$ cat config.mk
export PLATFORM = sky130hd
export DESIGN_NAME = capcmp_timer
export DESIGN_NICKNAME = d
export VERILOG_FILES = /design/src/rtl/cctmr_pkg.sv /design/src/rtl/cctmr_edge_det.sv /design/src/rtl/cctmr_tick_gate.sv /design/src/rtl/cctmr_core.sv /design/src/rtl/capcmp_timer.sv
export SDC_FILE = /design/constraint.sdc
export NUM_CORES = 1
export LEC_CHECK = 0
export ABC_CLOCK_PERIOD_IN_PS = 2280
export BUFFER_PORTS_ARGS = -buffer_cell sky130_fd_sc_hd__buf_2
export CAP_MARGIN = 20
export CORE_MARGIN = 1
export CORE_UTILIZATION = 45
export CTS_BUF_LIST = sky130_fd_sc_hd__clkbuf_8 sky130_fd_sc_hd__clkbuf_16
export DETAILED_ROUTE_END_ITERATION = 10
export PLACE_DENSITY = 0.72
export SLEW_MARGIN = 20
export SYNTH_ARGS = -nofsm -noshare
export SYNTH_HDL_FRONTEND = slang
export SYNTH_SLANG_ARGS = --single-unit
$ cat constraint.sdc
create_clock -name clk -period 2.28 [get_ports clk]
set_input_delay 0 -clock clk [delete_from_list [all_inputs] [get_ports clk]]
set_output_delay 0 -clock clk [all_outputs]
set_load 0.05 [all_outputs]
$ cat src/rtl/cctmr_pkg.sv
package cctmr_pkg;

  typedef enum logic [1:0] {
    CM_FREE      = 2'b00,
    CM_MATCH_CLR = 2'b01,
    CM_EDGE_CLR  = 2'b10,
    CM_RSVD      = 2'b11
  } cnt_mode_e;

endpackage

$ cat src/rtl/cctmr_edge_det.sv
module cctmr_edge_det #(
  parameter int LANES = 2
) (
  input  logic             clk,
  input  logic             rst,
  input  logic [LANES-1:0] din,
  output logic [LANES-1:0] rise
);

  logic [LANES-1:0] prev_q;

  for (genvar i = 0; i < LANES; i++) begin : g_lane
    always_ff @(posedge clk) begin
      if (rst) prev_q[i] <= 1'b0;
      else     prev_q[i] <= din[i];
    end
    assign rise[i] = din[i] & ~prev_q[i];
  end

endmodule

$ cat src/rtl/cctmr_tick_gate.sv
module cctmr_tick_gate #(
  parameter int PEND_W = 2
) (
  input  logic clk,
  input  logic rst,
  input  logic clr,
  input  logic run,
  input  logic rd_hold,
  input  logic tick,
  output logic step
);

  localparam logic [PEND_W-1:0] PEND_MAX = '1;
  localparam logic [PEND_W-1:0] PEND_ONE = PEND_W'(1);

  logic [PEND_W-1:0] pend_q;
  logic              tick_g;
  logic              have_pend;

  assign tick_g    = run & tick;
  assign have_pend = (pend_q != '0);
  assign step      = run & ~rd_hold & (tick_g | have_pend);

  // deferred ticks: grow while the count input is held, drain one per free cycle
  always_ff @(posedge clk) begin
    if (rst || clr) begin
      pend_q <= '0;
    end else if (tick_g && !step) begin
      if (pend_q != PEND_MAX) pend_q <= pend_q + PEND_ONE;
    end else if (!tick_g && step) begin
      pend_q <= pend_q - PEND_ONE;
    end
  end

endmodule

$ cat src/rtl/cctmr_core.sv
module cctmr_core
  import cctmr_pkg::*;
#(
  parameter int WIDTH = 16
) (
  input  logic             clk,
  input  logic             rst,
  input  logic             clr,
  input  cnt_mode_e        mode,
  input  logic             step,
  input  logic             cap_edge,
  input  logic [WIDTH-1:0] cmp_val,
  output logic [WIDTH-1:0] cnt_q,
  output logic [WIDTH-1:0] cap_q,
  output logic             irq_q,
  output logic             ovf_q
);

  localparam logic [WIDTH-1:0] ALL_ONES = '1;
  localparam logic [WIDTH-1:0] CNT_ONE  = WIDTH'(1);

  logic arrived_q;   // current value was reached by a count step
  logic edge_clr;
  logic hit;
  logic at_top;

  assign edge_clr = (mode == CM_EDGE_CLR) & cap_edge;
  assign hit      = step & arrived_q & (cnt_q == cmp_val);
  assign at_top   = (cnt_q == ALL_ONES);

  always_ff @(posedge clk) begin
    if (rst) begin
      cnt_q     <= '0;
      cap_q     <= '0;
      arrived_q <= 1'b0;
      irq_q     <= 1'b0;
      ovf_q     <= 1'b0;
    end else begin
      irq_q <= 1'b0;
      ovf_q <= 1'b0;
      if (cap_edge) cap_q <= cnt_q;
      if (clr || edge_clr) begin
        cnt_q     <= '0;
        arrived_q <= 1'b0;
      end else if (step) begin
        irq_q <= hit;
        if (hit && mode == CM_MATCH_CLR) begin
          cnt_q     <= '0;
          arrived_q <= 1'b0;
        end else begin
          cnt_q     <= cnt_q + CNT_ONE;
          arrived_q <= 1'b1;
          ovf_q     <= at_top;
        end
      end
    end
  end

endmodule

$ cat src/rtl/capcmp_timer.sv
module capcmp_timer
  import cctmr_pkg::*;
#(
  parameter int WIDTH  = 16,
  parameter int PEND_W = 2
) (
  input  logic             clk,
  input  logic             rst,
  input  logic             run,
  input  logic             sw_clear,
  input  logic [1:0]       mode,
  input  logic             src_sel,
  input  logic             int_tick,
  input  logic             ext_evt,
  input  logic             cap_in,
  input  logic             cnt_rd,
  output logic [WIDTH-1:0] cnt_rdata,
  input  logic             cmp_wr,
  input  logic [WIDTH-1:0] cmp_wdata,
  output logic [WIDTH-1:0] cmp_rdata,
  output logic [WIDTH-1:0] cap_rdata,
  output logic             match_irq,
  output logic             ovf_pulse
);

  localparam int LANE_EXT = 0;
  localparam int LANE_CAP = 1;

  logic [1:0]       rises;
  logic             ext_rise;
  logic             cap_rise;
  logic             tick_sel;
  logic             step;
  logic [WIDTH-1:0] cnt_val;
  logic [WIDTH-1:0] cmp_q;
  cnt_mode_e        mode_e;

  assign mode_e = cnt_mode_e'(mode);

  cctmr_edge_det #(.LANES(2)) u_edges (
    .clk  (clk),
    .rst  (rst),
    .din  ({cap_in, ext_evt}),
    .rise (rises)
  );

  assign ext_rise = rises[LANE_EXT];
  assign cap_rise = rises[LANE_CAP];
  assign tick_sel = src_sel ? ext_rise : int_tick;

  cctmr_tick_gate #(.PEND_W(PEND_W)) u_gate (
    .clk     (clk),
    .rst     (rst),
    .clr     (sw_clear),
    .run     (run),
    .rd_hold (cnt_rd),
    .tick    (tick_sel),
    .step    (step)
  );

  always_ff @(posedge clk) begin
    if (rst)         cmp_q <= '1;
    else if (cmp_wr) cmp_q <= cmp_wdata;
  end

  cctmr_core #(.WIDTH(WIDTH)) u_core (
    .clk      (clk),
    .rst      (rst),
    .clr      (sw_clear),
    .mode     (mode_e),
    .step     (step),
    .cap_edge (cap_rise),
    .cmp_val  (cmp_q),
    .cnt_q    (cnt_val),
    .cap_q    (cap_rdata),
    .irq_q    (match_irq),
    .ovf_q    (ovf_pulse)
  );

  always_ff @(posedge clk) begin
    if (rst)         cnt_rdata <= '0;
    else if (cnt_rd) cnt_rdata <= cnt_val;
  end

  assign cmp_rdata = cmp_q;

endmodule

**After elaboration in Yosys (flattened, before gate mapping)**

Cells that the tools add are included.

- Bits in registers: 71
- Output and inout port bits: 50
- Logic and storage cells: 51

- $add $sub $neg: 3
- Equality and inequality tests: 6
- Multiplexer cells: 6
- Bitwise logic cells: 13
- Reductions and logical operators: 13

Operators with widths:

| operator | number |
|---|---|
| $add A16 B1 Y16 const B | 1 |
| $eq A16 B16 Y1 | 1 |
| $eq A16 B16 Y1 const B | 1 |
| $mux W16 | 1 |
| $and A1 B1 Y1 | 8 |
| $mux W2 | 3 |
| $ne A2 B2 Y1 const B | 2 |
| $not A1 Y1 | 4 |
| $reduce_bool A2 Y1 | 2 |
| $reduce_or A4 Y1 | 1 |
| $logic_and A1 B1 Y1 | 3 |
| $reduce_or A3 Y1 | 1 |
| $add A2 B1 Y2 const B | 1 |
| $eq A2 B1 Y1 const B | 1 |
| $eq A2 B2 Y1 const B | 1 |
| $logic_not A1 Y1 | 2 |
| $logic_or A1 B1 Y1 | 2 |
| $mux W1 | 2 |
| $reduce_and A2 Y1 | 1 |
| $reduce_or A2 Y1 | 1 |
| $sub A2 B1 Y2 const B | 1 |
| $or A1 B1 Y1 | 1 |

**Logic depth before layout (Yosys ltp)**

Gate-level depths: netlist of the first run.

- Depth in word-level cells: 10
- Gate-level depth with buffers: 7
- Mapped depth without buffers: 5

**Modules after synthesis**

Synthesis of the first run repeated with hierarchy kept, for this count alone.

- Cells, all modules: 302
- Area, all modules: 2985.4 um^2

By module, submodules not included:

| module | instances | cells an instance | area each (um^2) | seq. area each (um^2) |
|---|---|---|---|---|
| cctmr_core | 1 | 173 | 1599.0 | 700.7 |
| capcmp_timer | 1 | 105 | 1173.6 | 640.6 |
| cctmr_tick_gate | 1 | 18 | 142.6 | 40.0 |
| cctmr_edge_det | 1 | 6 | 70.1 | 40.0 |

**Worst setup path after synthesis of the first run**

OpenSTA, ideal clock, no wires.

- Kind: reg2reg
- From: register cmp_q[14] (netlist: cmp_rdata[14])
- To: register u_core.cnt_q[9]
- Arrival: 1884 ps
- Data required time: 2165 ps
- Slack: 281 ps
- Cell stages (with the launch flop): 7
- Buffers on the path: 1
- Cell sequence: dfxtp_1 > xnor2_1 > nand4_1 > or3_4 > o31ai_4 > buf_6 > nor2_1

- Word-level cells in the longest chain between the ends: 4

RTL lines:

| item | line | source |
|---|---|---|
| from (decl) | capcmp_timer.sv:35 | `logic [WIDTH-1:0] cmp_q;` |
| from (signal assigned) | capcmp_timer.sv:63 | `else if (cmp_wr) cmp_q <= cmp_wdata;` |
| $eq A16 B16 Y1 | cctmr_core.sv:28 | `assign hit = step & arrived_q & (cnt_q == cmp_val);` |
| $and A1 B1 Y1 | cctmr_core.sv:28 |  |
| $logic_and A1 B1 Y1 | cctmr_core.sv:47 | `if (hit && mode == CM_MATCH_CLR) begin` |
| $mux W16 | cctmr_core.sv:47 |  |
| to (signal assigned) | cctmr_core.sv:51 | `cnt_q <= cnt_q + CNT_ONE;` |
| to (decl) | cctmr_core.sv:13 | `output logic [WIDTH-1:0] cnt_q,` |

Every way passes these cells.
A chain may end at the register's enable or synchronous reset.

**Final worst setup path of the first run**

- From: register u_edges.prev_q[0]
- To: register u_gate.pend_q[0]

- Word-level cells in the longest chain between the ends: 10
- Elaborated cells on any way between the ends: 14
- Classes of those cells: 1 x eq/ne; 2 x mux; 5 x bitwise; 6 x reduce/logical

RTL lines:

| item | line | source |
|---|---|---|
| from (decl) | cctmr_edge_det.sv:10 | `logic [LANES-1:0] prev_q;` |
| from (signal, indexed assignment) | cctmr_edge_det.sv:15 | `else prev_q[i] <= din[i];` |
| $not A1 Y1 (*) | cctmr_edge_det.sv:17 | `assign rise[i] = din[i] & ~prev_q[i];` |
| $and A1 B1 Y1 (*) | cctmr_edge_det.sv:17 |  |
| $mux W1 (*) | capcmp_timer.sv:49 | `assign tick_sel = src_sel ? ext_rise : int_tick;` |
| $and A1 B1 Y1 (*) | cctmr_tick_gate.sv:20 | `assign tick_g = run & tick;` |
| $or A1 B1 Y1 | cctmr_tick_gate.sv:22 | `assign step = run & ~rd_hold & (tick_g \| have_pend);` |
| $and A1 B1 Y1 | cctmr_tick_gate.sv:22 |  |
| $logic_not A1 Y1 | cctmr_tick_gate.sv:28 | `end else if (tick_g && !step) begin` |
| $logic_and A1 B1 Y1 | cctmr_tick_gate.sv:28 |  |
| $ne A2 B2 Y1 (no line) or $reduce_bool A2 Y1 (tied branches) | - |  |
| $reduce_and A2 Y1 (no line) | - |  |
| to (signal assigned) | cctmr_tick_gate.sv:29 | `if (pend_q != PEND_MAX) pend_q <= pend_q + PEND_ONE;` |
| to (signal assigned) | cctmr_tick_gate.sv:31 | `pend_q <= pend_q - PEND_ONE;` |
| to (decl) | cctmr_tick_gate.sv:16 | `logic [PEND_W-1:0] pend_q;` |

Mark *: on every way between the ends. The rest lies on a longest branch, timed or not.

==> results of run 1 <==
==> power by group through the flow <==
stage               sequential, mW  combinational, mW  clock [mW]
finish                        1.28              0.272       0.998
global route                  1.29              0.290        1.07
CTS                           1.28              0.271        1.01
detailed placement            1.31              0.245           0
global placement              1.31              0.242           0
floorplan                     1.38              0.110           0
==> sequential cells by signal, summed over array words and instances, names as in the netlist <==
signal,cells
u_core.cap_q,16
cnt_rdata,16
u_core.arrived_q,1
cmp_rdata,16
u_core.irq_q,1
u_edges.prev_q,2
u_gate.pend_q,2
u_core.ovf_q,1
u_core.cnt_q,16
==> critical path: stages (launching register included) <==
cell	delay, ps
dfxtp_1	300
nand3b_1	240
and2_1	220
o21ai_0	150
o2111ai_1	130
nor4b_1	170
dlygate4sd3_1	570
==> routing by layer <==
| metal | global-route usage | part of all wire | vias up |
|---|---|---|---|
| li1 | - | - | 1290 |
| met2 | 0.329 | 0.45 | 99 |
| met5 | 0 | 0 | - |
| met1 | 0.271 | 0.47 | 1178 |
| met3 | 0.0567 | 0.074 | 7 |
| met4 | 0.0786 | 0.0099 | 0 |
==> cell type report <==
class	count	area, um2	area share
clock buffers	9	124	0.0325
inverters	5	18.8	0.00492
well taps	77	96.3	0.0253
clock inverters	7	73.8	0.0194
flip-flops and latches	71	1420	0.373
multi-input cells	229	1430	0.374
repair buffers	106	653	0.171
==> cells by family after synthesis <==
family	synth area share
and+or+nand+nor	0.219
buffers and inverters	0.0453
AOI/OAI and AO/OA	0.109
adders and majority gates	0.00419
muxes	0.0570
DFF	0.477
xor gates and xnor gates	0.0881
==> through the flow <==
stage          hold slack (ps)  cell area, um2
3_3_place_gp               204            3420
2_1_floorplan             76.7            2980
3_5_place_dp               210            3420
4_1_cts                   10.7            3810
6_report                  23.2            3810
5_1_grt                   44.7            3810
==> cells in the final DEF (no fill, tap or decap), drive strengths merged <==
cell,n
buf,86
nor2,37
nor3,4
nor4,2
a31oi,1
nand2,44
o2111ai,1
nor4b,1
dfxtp,71
bufinv,1
nand4b,1
xor2,16
clkinvlp,4
a211o,16
a311oi,2
inv,5
and3,4
nand2b,3
o21ai,4
and2,1
nand3,5
a211oi,1
a21oi,17
ha,1
mux2i,17
dlygate4sd3,20
nand3b,1
nor2b,20
xnor2,14
o31ai,2
clkinv,2
clkbuf,9
or3,1
nand4,13
==> worst paths after layout <==
| path | from | endpoint | slack [ps] | cells after the start |
|---|---|---|---|---|
| max reg2reg | u_edges.prev_q[0]$_SDFF_PP0_ | u_gate.pend_q[0]$_SDFFE_PP0P_ | 410 | 6 |
| max | u_edges.prev_q[0]$_SDFF_PP0_ | u_gate.pend_q[0]$_SDFFE_PP0P_ | 410 | 6 |
| min | rst | u_core.cnt_q[1]$_SDFFE_PP0N_ | 20 | 4 |
| min reg2reg | u_core.cap_q[11]$_SDFFE_PP0P_ | u_core.cap_q[11]$_SDFFE_PP0P_ | 450 | 2 |
==> out/metrics.csv, run 1 <==
stage;metric;value;unit
synthesis;synthesized area per cell;9.07;um2
cts;Clk Latency, worst-skew pair;350;ps
sta;worst clock skew;9.74;ps
final_layout;share of cells above drive strength 1;0.248;
synthesis;ys flop type;dfxtp_1;
die;io pins;78;
synthesis;sequential area share after synthesis;0.477;
synthesis;Synth top cells by count;dfxtp_1 (71), nand2_1 (44), nor2_1 (37);
synthesis;Synth cell types;33;
critical_path;CP Data Arrival Time;2120;ps
sta;Rel. slew slack;0.574;
sta;final setup fails;0;
route;wire per inst;14.0;um
sta;Slew Limit Fails;0;
synthesis;cell area after synthesis;2980;um2
cts;TritonCTS clock tree;done;
synthesis;Synth Net Count;358;
critical_path;critical path class;flop to flop;
critical_path;CP endpoint kind;flop;
cts;root buffer cell;clkbuf_8;
synthesis;FF+latch count, synth;71;
synthesis;top cell type's share of synthesized area;0.477;
die;Die X;83.4;um
die;Die ar.;6960;um2
die;CORE AREA;6390;um2
route;drc violations;0;
pwr;P_sw;683;uW
pwr;power share of the sequential group;0.503;
critical_path;WP data required;2520;ps
cts;CTS Buf Count;9;
place;PortBufs;77;
sta;setup tns final;0;ps
sta;fmax;533;MHz
route;drt first pass iters;4;
critical_path;Setup crit start kind;flop;
status;outcome;completed;
die;Initial Utilization;0.467;
route;DR vias/cell;5.11;
route;initial DRC count;143;
pwr;internal power;1.87;mW
sta;crit path time final;1870;ps
grt;GRT Overall Usage;0.208;
synthesis;most common cell in the synthesized netlist;dfxtp_1;
route;vias;2574;
grt;vias in the first global route;2428;
final_layout;synth-to-layout area growth;27.9;%
die;row cnt;29;
pwr;Combinational Power Share;0.107;
cts;Clock Path Buffers;2;
synthesis;Post-synth ARST share;0;
critical_path;worst-path maximum fanout;5;
sta;worst-margin pin slew;639;ps
cts;Clock transition at path regs;80;ps
cts;# clock sinks;71;
synthesis;Syn. warnings;0;
pwr;Tot Pwr;2.55;mW
route;Routed Antenna Nets;0;
place;number of instances in the placed design;468;
sta;final worst-path setup slack;405;ps
cts;H-tree levels;3;
pwr;Max rail drop VDD;0.472;mV
final_layout;Fillers;604;
pwr;Sw Share;0.267;
synthesis;EDFF count, synth;0;
grt;total gr overflow;0;
cts;Post-CTS Setup Bufs;0;
synthesis;ranking of synthesized cells by area;dfxtp_1 (48%), mux2i_1 (5.7%), nand2_1 (5.5%), a211o_1 (4.7%), xor2_1 (4.7%);
final_layout;final core utilization;0.597;
route;final WL;7060;um
pwr;power density cells;670;nW/um2
synthesis;post-synthesis cell count;329;
grt;first-pass GRT wire length;11400;um
pwr;Leak Pwr;1.59;nW
synthesis;area leader, netlist;dfxtp_1;
place;DP HPWL;4850;um
pwr;clock share of power;0.391;
final_layout;number of diodes;0;
sta;Final Hold Viols;0;
min_path;HP Class;primary input to flop;
sta;RSZ-0062 raised after global routing;false;
place;routability cong.;0.915;
job;maxcap violations;0;
cts;post-cts repair resize count;0;
cts;cts hold-fix bufs;20;
final_layout;final net count;451;
place;pre-CTS worst setup slack;439;ps
grt;largest net degree at the start of global routing;53;
final_layout;fin cells;504;
sta;Tcrit/Tclk final;0.822;
grt;initial antenna violation count;0;
die;Die Y;83.4;um
(Power assumes the default switching activity.)
==> run 2, diff against run 1 <==
--- a/config.mk
+++ b/config.mk
@@ -5,7 +5,7 @@
 export SDC_FILE = /design/constraint.sdc
 export NUM_CORES = 1
 export LEC_CHECK = 0
-export ABC_CLOCK_PERIOD_IN_PS = 2280
+export ABC_CLOCK_PERIOD_IN_PS = 1800
 export BUFFER_PORTS_ARGS = -buffer_cell sky130_fd_sc_hd__buf_2
 export CAP_MARGIN = 20
 export CORE_MARGIN = 1
==> constraint.sdc (replaced) <==
create_clock -name clk -period 1.8 [get_ports clk]
set_input_delay 0 -clock clk [delete_from_list [all_inputs] [get_ports clk]]
set_output_delay 0 -clock clk [all_outputs]
set_load 0.05 [all_outputs]
==> out/metrics.csv, run 2 (synthesized netlist as in run 1, its figures left out) <==
stage;metric;value;unit;change
status;outcome;completed;;unchanged
job;maxcap violations;0;;unchanged
die;Initial Utilization;0.467;;unchanged
critical_path;critical path class;flop to flop;;unchanged
route;drc violations;0;;unchanged
critical_path;CP Data Arrival Time;1940;ps;was 2120 ps
critical_path;CP endpoint kind;flop;;unchanged
pwr;Leak Pwr;1.68;nW;was 1.59 nW
critical_path;crit path launch;cmp_rdata[11]$_SDFFE_PP1P_;;was u_edges.prev_q[0]$_SDFF_PP0_
die;io pins;78;;unchanged
pwr;Combinational Power Share;0.105;;was 0.107
die;CORE AREA;6390;um2;unchanged
place;routability cong.;0.817;;was 0.915
grt;largest net degree at the start of global routing;53;;unchanged
final_layout;most common cell after layout, fill and taps aside;buf_2;;unchanged
critical_path;slowest CP cell;or3_4;;was dlygate4sd3_1
critical_path;worst-path maximum fanout;8;;was 5
pwr;power share of the sequential group;0.485;;was 0.503
cts;CTS Buf Count;9;;unchanged
grt;GRT Overall Usage;0.216;;was 0.208
pwr;Max rail drop VDD;0.672;mV;was 0.472 mV
route;initial DRC count;123;;was 143
critical_path;Setup crit start kind;flop;;unchanged
pwr;clock share of power;0.410;;was 0.391
place;DP HPWL;5070;um;was 4850 um
cts;root buffer cell;clkbuf_8;;unchanged
final_layout;final net count;464;;was 451
sta;Final Hold Viols;0;;unchanged
sta;setup tns final;0;ps;unchanged
final_layout;final core utilization;0.622;;was 0.597
sta;Rel. slew slack;0.613;;was 0.574
sta;crit path time final;1710;ps;was 1870 ps
sta;Slew Limit Fails;0;;unchanged
grt;total gr overflow;0;;unchanged
die;row cnt;29;;unchanged
sta;worst-margin pin slew;581;ps;was 639 ps
sta;RSZ-0062 raised after global routing;false;;unchanged
cts;Post-CTS Setup Bufs;0;;unchanged
die;Die Y;83.4;um;unchanged
critical_path;cell-by-cell trace of the critical path;xnor2_1, nand4_1, or3_4, o31ai_4, buf_4, nor2_1;;was nand3b_1, and2_1, o21ai_0, o2111ai_1, nor4b_1, dlygate4sd3_1
min_path;min-delay src;run;;was rst
pwr;power density cells;845;nW/um2;was 670 nW/um2
pwr;internal power;2.54;mW;was 1.87 mW
sta;fmax;585;MHz;was 533 MHz
grt;vias in the first global route;2577;;was 2428
route;vias;2643;;was 2574
route;final WL;7240;um;was 7060 um
final_layout;commonest non-fill, non-tap cells in the layout;buf_2 (77), dfxtp_1 (57), nand2_1 (44);;was buf_2 (77), dfxtp_1 (71), nand2_1 (44)
cts;Clock Path Buffers;2;;unchanged
final_layout;Fillers;545;;was 604
grt;first-pass GRT wire length;12000;um;was 11400 um
place;PortBufs;77;;unchanged
route;wire per inst;14.0;um;about the same
min_path;HP Class;primary input to flop;;unchanged
die;Die ar.;6960;um2;unchanged
cts;H-tree levels;3;;unchanged
sta;worst clock skew;4.24;ps;was 9.74 ps
critical_path;WP data required;2030;ps;was 2520 ps
route;drt first pass iters;4;;unchanged
cts;TritonCTS clock tree;done;;unchanged
route;Routed Antenna Nets;0;;unchanged
cts;Clk Latency, worst-skew pair;330;ps;was 350 ps
final_layout;synth-to-layout area growth;33.2;%;was 27.9%
pwr;P_sw;821;uW;was 683 uW
critical_path;CP max stage delay;430;ps;was 570 ps
grt;initial antenna violation count;0;;unchanged
pwr;Sw Share;0.245;;was 0.267
route;DR vias/cell;5.11;;about the same
cts;# clock sinks;71;;unchanged
final_layout;number of diodes;0;;unchanged
final_layout;share of cells above drive strength 1;0.307;;was 0.248
die;Die X;83.4;um;unchanged
sta;final setup fails;0;;unchanged
cts;Clock transition at path regs;70;ps;was 80 ps
sta;Tcrit/Tclk final;0.949;;was 0.822
critical_path;R2R Path Start;cmp_rdata[11]$_SDFFE_PP1P_;;was u_edges.prev_q[0]$_SDFF_PP0_
run 2: cell types whose count changed in the layout (fill, tap and decap cells not counted):
cell and change:
clkbuf_16 +1, dfxtp_2 +9, dfxtp_4 +5, a31oi_1 -1, buf_4 +14, clkbuf_8 +2, dfxtp_1 -14, clkinvlp_4 -2
dlygate4sd3_1 -1, a31oi_2 +1, clkinv_4 -1
run 2: final cells by class:
type / instances / area [um2] / area share
flip-flops and latches: 71 / 1450 / 0.365
multi-input cells: 229 / 1430 / 0.361
repair buffers: 119 / 748 / 0.188
clock buffers: 12 / 176 / 0.0444
well taps: 77 / 96.3 / 0.0242
clock inverters: 4 / 50.0 / 0.0126
inverters: 5 / 18.8 / 0.00472
run 2: worst paths after layout:
path,endpoint,slack [ps],cells past startpoint
setup reg to reg,u_core.cnt_q[2]$_SDFFE_PP0N_,90,6
setup / recovery,u_core.cnt_q[2]$_SDFFE_PP0N_,90,6
hold / removal,u_gate.pend_q[0]$_SDFFE_PP0P_,30,3
hold reg to reg,u_core.cap_q[6]$_SDFFE_PP0P_,450,2
run 2: stage by stage:
stage	setup WS, ps	instances	hold WS [ps]	power [mW]	area (um2)
finish	91.3	517	34.9	3.36	3970
global route	1.21	517	38.7	3.49	3970
CTS	99.0	517	20.5	3.38	3970
detailed placement	116	482	210	1.98	3550
global placement	143	482	204	1.98	3550
floorplan	0.526	329	76.7	1.89	3010
run 2: critical path: cells and delay by family (launching register included):
family / cells / cell delay [ps]
DFF: 1 / 350
xor gates and xnor gates: 1 / 170
buffers and inverters: 1 / 190
AOI/OAI and AO/OA: 1 / 260
and+or+nand+nor: 3 / 630
run 2: repair_timing:
action,4_1_cts,5_1_grt
setup endpoints to repair,0,2
endpoints found under the hold margin,20,0
hold buffers,19,0
gates resized for setup,0,1
run 2: power groups by stage:
stage                     Combinational, mW  Clock, mW  Sequential, mW
after global placement                0.314          0            1.66
after global routing                  0.380       1.48            1.63
after CTS                             0.350       1.41            1.63
after detailed placement              0.318          0            1.66
after floorplan                       0.140          0            1.75
final                                 0.353       1.38            1.63
run 2: per-layer routing:
layer,up-vias,GRT usage,wire [um]
met5,-,0,0
met3,12,0.0527,532
met1,1216,0.277,3290
met4,0,0.0971,101
met2,91,0.346,3320
li1,1324,-,-
==> run 3, diff against run 2 <==
--- a/config.mk
+++ b/config.mk
@@ -13,6 +13,7 @@
 export CTS_BUF_LIST = sky130_fd_sc_hd__clkbuf_8 sky130_fd_sc_hd__clkbuf_16
 export DETAILED_ROUTE_END_ITERATION = 10
 export PLACE_DENSITY = 0.72
+export RECOVER_POWER = 100
 export SLEW_MARGIN = 20
 export SYNTH_ARGS = -nofsm -noshare
 export SYNTH_HDL_FRONTEND = slang
==> out/metrics.csv, run 3 (synthesized netlist as in run 1, its figures left out) <==
stage;metric;value;unit;change
grt;GRT Overall Usage;0.216;;unchanged
cts;Post-CTS Setup Bufs;0;;unchanged
sta;worst-margin pin slew;620;ps;was 581 ps
place;routability cong.;0.817;;unchanged
sta;final worst-path setup slack;108;ps;was 91.3 ps
sta;worst clock skew;5.87;ps;was 4.24 ps
critical_path;WP data required;2030;ps;about the same
pwr;Leak Pwr;1.43;nW;was 1.68 nW
die;CORE AREA;6390;um2;unchanged
critical_path;worst-path maximum fanout;8;;unchanged
sta;Final Hold Viols;0;;unchanged
sta;setup tns final;0;ps;unchanged
cts;root buffer cell;clkbuf_8;;unchanged
sta;Tcrit/Tclk final;0.940;;was 0.949
die;Die ar.;6960;um2;unchanged
final_layout;final net count;464;;unchanged
final_layout;commonest non-fill, non-tap cells in the layout;dfxtp_1 (70), clkbuf_1 (67), nand2_1 (44);;was buf_2 (77), dfxtp_1 (57), nand2_1 (44)
die;io pins;78;;unchanged
final_layout;fin cells;517;;unchanged
critical_path;critical path class;flop to flop;;unchanged
pwr;Tot Pwr;3.35;mW;was 3.36 mW
place;pre-CTS worst setup slack;116;ps;unchanged
sta;final setup fails;0;;unchanged
sta;Rel. slew slack;0.588;;was 0.613
status;outcome;completed;;unchanged
route;vias;2663;;was 2643
cts;TritonCTS clock tree;done;;unchanged
route;wire per inst;14.1;um;was 14.0 um
grt;initial antenna violation count;0;;unchanged
final_layout;synth-to-layout area growth;28.3;%;was 33.2%
sta;Slew Limit Fails;0;;unchanged
place;PortBufs;77;;unchanged
route;drc violations;0;;unchanged
pwr;power density cells;875;nW/um2;was 845 nW/um2
route;Routed Antenna Nets;0;;unchanged
route;initial DRC count;101;;was 123
grt;vias in the first global route;2577;;unchanged
route;final WL;7300;um;was 7240 um
grt;first-pass GRT wire length;12000;um;unchanged
cts;# clock sinks;71;;unchanged
grt;total gr overflow;0;;unchanged
sta;fmax;591;MHz;was 585 MHz
cts;Clock Path Buffers;2;;unchanged
cts;Clk Latency, worst-skew pair;340;ps;was 330 ps
critical_path;CP endpoint kind;flop;;unchanged
die;Die X;83.4;um;unchanged
critical_path;Setup crit start kind;flop;;unchanged
sta;RSZ-0062 raised after global routing;false;;unchanged
critical_path;CP Data Arrival Time;1920;ps;was 1940 ps
sta;crit path time final;1690;ps;was 1710 ps
die;Die Y;83.4;um;unchanged
route;DR vias/cell;5.15;;was 5.11
cts;H-tree levels;3;;unchanged
place;number of instances in the placed design;482;;unchanged
final_layout;most common cell after layout, fill and taps aside;dfxtp_1;;was buf_2
final_layout;number of diodes;0;;unchanged
pwr;Max rail drop VDD;0.701;mV;was 0.672 mV
final_layout;share of cells above drive strength 1;0.125;;was 0.307
cts;CTS Buf Count;9;;unchanged
min_path;HP Class;primary input to flop;;unchanged
route;drt first pass iters;4;;unchanged
cts;Clock transition at path regs;70;ps;about the same
final_layout;Fillers;590;;was 545
grt;largest net degree at the start of global routing;53;;unchanged
job;maxcap violations;0;;unchanged
die;Initial Utilization;0.467;;unchanged
place;DP HPWL;5070;um;unchanged
die;row cnt;29;;unchanged
## run 3: cell count changes in the layout (fill, tap and decap cells not counted), sizes merged
cell | before | now
buf | 100 | 33
clkbuf | 12 | 79
## run 3: what timing repair did
item                                    4_1_cts  5_1_grt
endpoints found under the setup margin        0        2
resized for setup                             0        1
hold buffers                                 19        0
endpoints found under the hold margin        20        0
## run 3: area by class of cell
cell class,count,area [um2],share of cell area
repair buffers,119,627,0.164
multi-input cells,229,1430,0.374
inverters,5,18.8,0.00491
clock buffers,12,176,0.0461
flip-flops and latches,71,1430,0.372
well taps,77,96.3,0.0252
clock inverters,4,50.0,0.0131
## run 3: final timing paths
check                                                   from                             to  slack [ps]  cells after the start
worst min-delay path                                     run  u_gate.pend_q[0]$_SDFFE_PP0P_          30                      3
worst min register to register  u_core.cap_q[6]$_SDFFE_PP0P_   u_core.cap_q[6]$_SDFFE_PP0P_         450                      2
worst max-delay path              cmp_rdata[10]$_SDFFE_PP1P_   u_core.cnt_q[2]$_SDFFE_PP0N_         110                      6
worst max register to register    cmp_rdata[10]$_SDFFE_PP1P_   u_core.cnt_q[2]$_SDFFE_PP0N_         110                      6
## run 3: routing by layer
| layer | track usage | up-vias | part of all wire |
|---|---|---|---|
| li1 | - | 1322 | - |
| met1 | 0.277 | 1238 | 0.47 |
| met2 | 0.346 | 91 | 0.45 |
| met3 | 0.0527 | 12 | 0.060 |
| met4 | 0.0971 | 0 | 0.016 |
| met5 | 0 | - | 0 |
## run 3: report_power, final
part | internal (mW) | leakage (nW) | switching (mW)
logic | 0.127 | 0.743 | 0.216
registers | 1.60 | 0.577 | 0.0275
clock network | 0.797 | 0.110 | 0.581
total | 2.52 | 1.43 | 0.825
## run 3: metrics by stage
step,area (um2),utilization,hold slack (ps)
6_report,3830,0.599,34.9
5_1_grt,3830,0.599,38.7
4_1_cts,3970,0.621,20.5
3_5_place_dp,3550,0.556,210
3_3_place_gp,3550,0.556,204
2_1_floorplan,3010,-,76.7
## run 3: critical path, stage by stage (launching register included)
cell and delay, ps:
dfxtp_1 390, xnor2_1 170, nand4_1 120, or3_4 400, o31ai_4 260, buf_4 190
nor2_1 60
